[config.mk]
export PLATFORM = sky130hd
export DESIGN_NAME = shared_rom_claim
export DESIGN_NICKNAME = d
export VERILOG_FILES = /design/src/rtl/shrom_pkg.sv /design/src/rtl/shrom_rel_decode.sv /design/src/rtl/shrom_own_flag.sv /design/src/rtl/shrom_ce_gate.sv /design/src/rtl/shared_rom_claim.sv
export SDC_FILE = /design/constraint.sdc
export NUM_CORES = 1
export LEC_CHECK = 0
export BUFFER_PORTS_ARGS = -buffer_cell sky130_fd_sc_hd__buf_2
export CORE_AREA = 2 2 39 41
export DETAILED_ROUTE_END_ITERATION = 8
export DIE_AREA = 0 0 41 43
export PLACE_DENSITY_LB_ADDON = 0.05
export REMOVE_ABC_BUFFERS = 1
export SKIP_LAST_GASP = 1
export SLEW_MARGIN = 15
export SYNTH_ARGS = -nofsm -noshare
export SYNTH_HDL_FRONTEND = slang
export SYNTH_SLANG_ARGS = --single-unit
export TNS_END_PERCENT = 30
[constraint.sdc]
create_clock -name clk -period 3.6 [get_ports clk]
set_input_delay 0.72 -clock clk [delete_from_list [all_inputs] [get_ports clk]]
set_output_delay 0.72 -clock clk [all_outputs]
set_load 0.05 [all_outputs]
[src/rtl/shrom_pkg.sv]
package shrom_pkg;
  localparam int unsigned DEF_ADDR_W = 16;
  localparam logic [15:0] DEF_REL_ADDR = 16'hCFFF;
  localparam logic [15:0] DEF_REL_MASK = 16'hFFFF;

  typedef enum logic [1:0] {
    OWN_HOLD = 2'd0,
    OWN_SET  = 2'd1,
    OWN_CLR  = 2'd2
  } own_act_e;
endpackage

[src/rtl/shrom_rel_decode.sv]
module shrom_rel_decode #(
  parameter int unsigned ADDR_W = 16,
  parameter logic [ADDR_W-1:0] REL_ADDR = 16'hCFFF,
  parameter logic [ADDR_W-1:0] REL_MASK = 16'hFFFF
) (
  input  logic [ADDR_W-1:0] addr,
  output logic              hit
);
  logic [ADDR_W-1:0] bit_ok;

  // One term per address bit; masked-off bits are left out of the AND.
  for (genvar i = 0; i < ADDR_W; i++) begin : g_bit
    if (REL_MASK[i]) begin : g_cmp
      assign bit_ok[i] = (addr[i] == REL_ADDR[i]);
    end else begin : g_dc
      assign bit_ok[i] = 1'b1;
    end
  end

  assign hit = &bit_ok;
endmodule

[src/rtl/shrom_own_flag.sv]
module shrom_own_flag
  import shrom_pkg::*;
(
  input  logic clk,
  input  logic rst,
  input  logic cycle_valid,
  input  logic claim,
  input  logic rel_hit,
  output logic owner_q
);
  own_act_e act;

  // Release outranks claim; nothing happens without a qualified cycle.
  always_comb begin
    act = OWN_HOLD;
    if (cycle_valid) begin
      if (rel_hit)    act = OWN_CLR;
      else if (claim) act = OWN_SET;
    end
  end

  always_ff @(posedge clk) begin
    if (rst) begin
      owner_q <= 1'b0;
    end else begin
      unique case (act)
        OWN_SET:  owner_q <= 1'b1;
        OWN_CLR:  owner_q <= 1'b0;
        default:  owner_q <= owner_q;
      endcase
    end
  end
endmodule

[src/rtl/shrom_ce_gate.sv]
module shrom_ce_gate (
  input  logic owner_q,
  input  logic win_strobe,
  output logic rom_ce
);
  // Same-cycle gate: the strobe reaches the ROM with no register in the path.
  assign rom_ce = owner_q & win_strobe;
endmodule

[src/rtl/shared_rom_claim.sv]
module shared_rom_claim
  import shrom_pkg::*;
#(
  parameter int unsigned ADDR_W = DEF_ADDR_W,
  parameter logic [ADDR_W-1:0] REL_ADDR = DEF_REL_ADDR,
  parameter logic [ADDR_W-1:0] REL_MASK = DEF_REL_MASK
) (
  input  logic              clk,
  input  logic              rst,
  input  logic              cycle_valid,
  input  logic              fw_sel,
  input  logic              win_strobe,
  input  logic [ADDR_W-1:0] addr,
  output logic              rom_ce,
  output logic              owner
);
  logic rel_hit;
  logic owner_q;

  shrom_rel_decode #(
    .ADDR_W  (ADDR_W),
    .REL_ADDR(REL_ADDR),
    .REL_MASK(REL_MASK)
  ) u_dec (
    .addr(addr),
    .hit (rel_hit)
  );

  shrom_own_flag u_flag (
    .clk        (clk),
    .rst        (rst),
    .cycle_valid(cycle_valid),
    .claim      (fw_sel),
    .rel_hit    (rel_hit),
    .owner_q    (owner_q)
  );

  shrom_ce_gate u_gate (
    .owner_q   (owner_q),
    .win_strobe(win_strobe),
    .rom_ce    (rom_ce)
  );

  assign owner = owner_q;
endmodule

==> metrics.cfg <==
[route]
via_per_inst = 3.824
drc = 0
dr.pass1.iters = 1
vias = 195
wirelength_um = 390
wire_per_inst_um = 7.647
antenna_left = 0
drtIter0Drc = 0

[global_routing]
gr-max-usage-layer = met2
grt_pass1_vias = 180
met2_usage_pct = 9.063
use_met3_pct = 0
met1_usage_pct = 4.762
grt_max_degree = 4
grt_first_pass_wirelength_um = 593
grt_use_total_pct = 4.400
grt_antenna_before_repair = 0
grt_overflow = 0

[power]
p_per_area_nw_per_um2 = 134.3
leakage_nw = 0.1220
vdd.ir_drop.worst_mv = 0.05037
power_mw = 0.03108

[cells_and_area]
diodes = 0
num-nets-final = 59
syn2layout_area_growth_pct = 128.4
final_cell_mix = buf_2, nand4_1, and2_1, nor2_1
drive_gt1_share_pct = 62.86
largest_reg_flops = 1
reg_top3 = u_flag.owner_q: 1 flops
final_common_cell = buf_2
top_register = u_flag.owner_q

[timing]
fin_crit_sh_pct = 56.24
max_clock_freq_mhz = 493.9
slew_headroom_pct = 78.03
setup_tns_ns = 0
min_period_ns = 2.025
clock_skew_ns = 0
worst_slew_pin_slew_ns = 0.3266
rsz0062_at_grt = false
finalHoldViolCount = 0
finalSetupViolCount = 0
slew_viol_final = 0

[critical_path]
reg2reg_slack_ns = 3.02
arrival_ns = 1.91
crit_slowest_cell = nor4_1
endpoint_kind = flip-flop
crit_path_max_fanout = 2
required_ns = 3.49
cp-startpoint = addr[12]
cp_cell_sequence = buf_2, nand4bb_1, nor4_1, and2_1, ha_1, a21oi_1, nor2_1
max_stage_delay_ns = 0.32
path_class = input port to flip-flop
startpoint_type = input port
reg2reg_from = u_flag.owner_q$_SDFFE_PP0P_

[synthesis]
synthDistinctLibCells = 9
ys_warn_count = 0
synth_area_sq_um = 101.3
synthCells = 13
ys_seq_area_share_pct = 19.75
syn_avg_cell_area_sq_um = 7.796
ys_ff_latch = 1

[flow_run]
drv_cap = 0

[clock_network]
path_clk_slew_ns = 0
cts_setup_buffers = 0
clock_latency_ns = 0
postCtsResizedCells = 0
ctsHoldBuffers = 0

[placed_design]
gp_congestion = 0.5142
portBuffers = 22

[die]
coreArea_sq_um = 1384
dieArea_sq_um = 1763
start_util_pct = 7.324
pin_count = 23
row_count = 14
die_width_um = 41
die_h_um = 43

[hold_path]
hold_path.class = flip-flop to flip-flop
holdCritStartpoint = u_flag.owner_q$_SDFFE_PP0P_

[outcome]
status = complete, no violations

-- final timing paths --
kind | end | depth (start not counted)
max | u_flag.owner_q$_SDFFE_PP0P_ | 7
min | u_flag.owner_q$_SDFFE_PP0P_ | 2
max reg2reg | u_flag.owner_q$_SDFFE_PP0P_ | 2
min reg2reg | u_flag.owner_q$_SDFFE_PP0P_ | 2
-- stage by stage --
stage,util (%),worst slack [ns],hold slack (ns),std cells,area (sq um)
3_5_place_dp,16.73,1.576,0.5058,51,231.5
6_report,16.73,1.575,0.5031,51,231.5
4_1_cts,16.73,1.560,0.5098,51,231.5
5_1_grt,16.73,1.431,0.5266,51,231.5
3_3_place_gp,16.73,1.560,0.4903,51,231.5
2_1_floorplan,-,1.748,0.7360,13,101.3
-- report_power, final --
part | leakage (nW) | switching [mW] | internal [mW] | total (mW)
clock network | 0 | 0 | 0 | 0
registers | 0.00827 | 0.000478 | 0.0120 | 0.0125
logic | 0.114 | 0.00843 | 0.0101 | 0.0186
total | 0.122 | 0.00891 | 0.0222 | 0.0311
-- cells by family after synthesis --
logic type	Yosys count	share of synthesized area, %
DFF	1	19.75
adders and majority gates	1	12.34
and+or+nand+nor	10	62.97
AOI/OAI and AO/OA	1	4.934
-- routing by layer --
metal / routed length, um / vias to the layer above
met2: 181 / 18
met4: 0 / 0
met5: 0 / -
li1: - / 96
met3: 86 / 0
met1: 122 / 81
-- Yosys cell counts --
| cell | n | share of area, % |
|---|---|---|
| nor2_1 | 2 | 7.4 |
| a21oi_1 | 1 | 4.9 |
| dfxtp_1 | 1 | 20 |
| and2_1 | 2 | 12 |
| nor4_1 | 1 | 6.2 |
| ha_1 | 1 | 12 |
| nand4_1 | 3 | 19 |
| nand4bb_1 | 1 | 11 |
| nand3b_1 | 1 | 7.4 |
-- critical path: cells and delay by family --
kind / cells / cell delay (ns)
AND/OR/NAND/NOR: 4 / 0.73
adder cells (fa/ha/maj): 1 / 0.23
AO/OA/AOI/OAI: 1 / 0.14
buffers and inverters: 1 / 0.09
-- cell type report --
| type | count | area (sq um) |
|---|---|---|
| sequential | 1 | 20.02 |
| multi-input combinational | 12 | 81.33 |
| timing repair buffer | 22 | 110.1 |
| fill | 174 | 1152 |
| tap | 16 | 20.02 |
(Power assumes the default switching activity.)
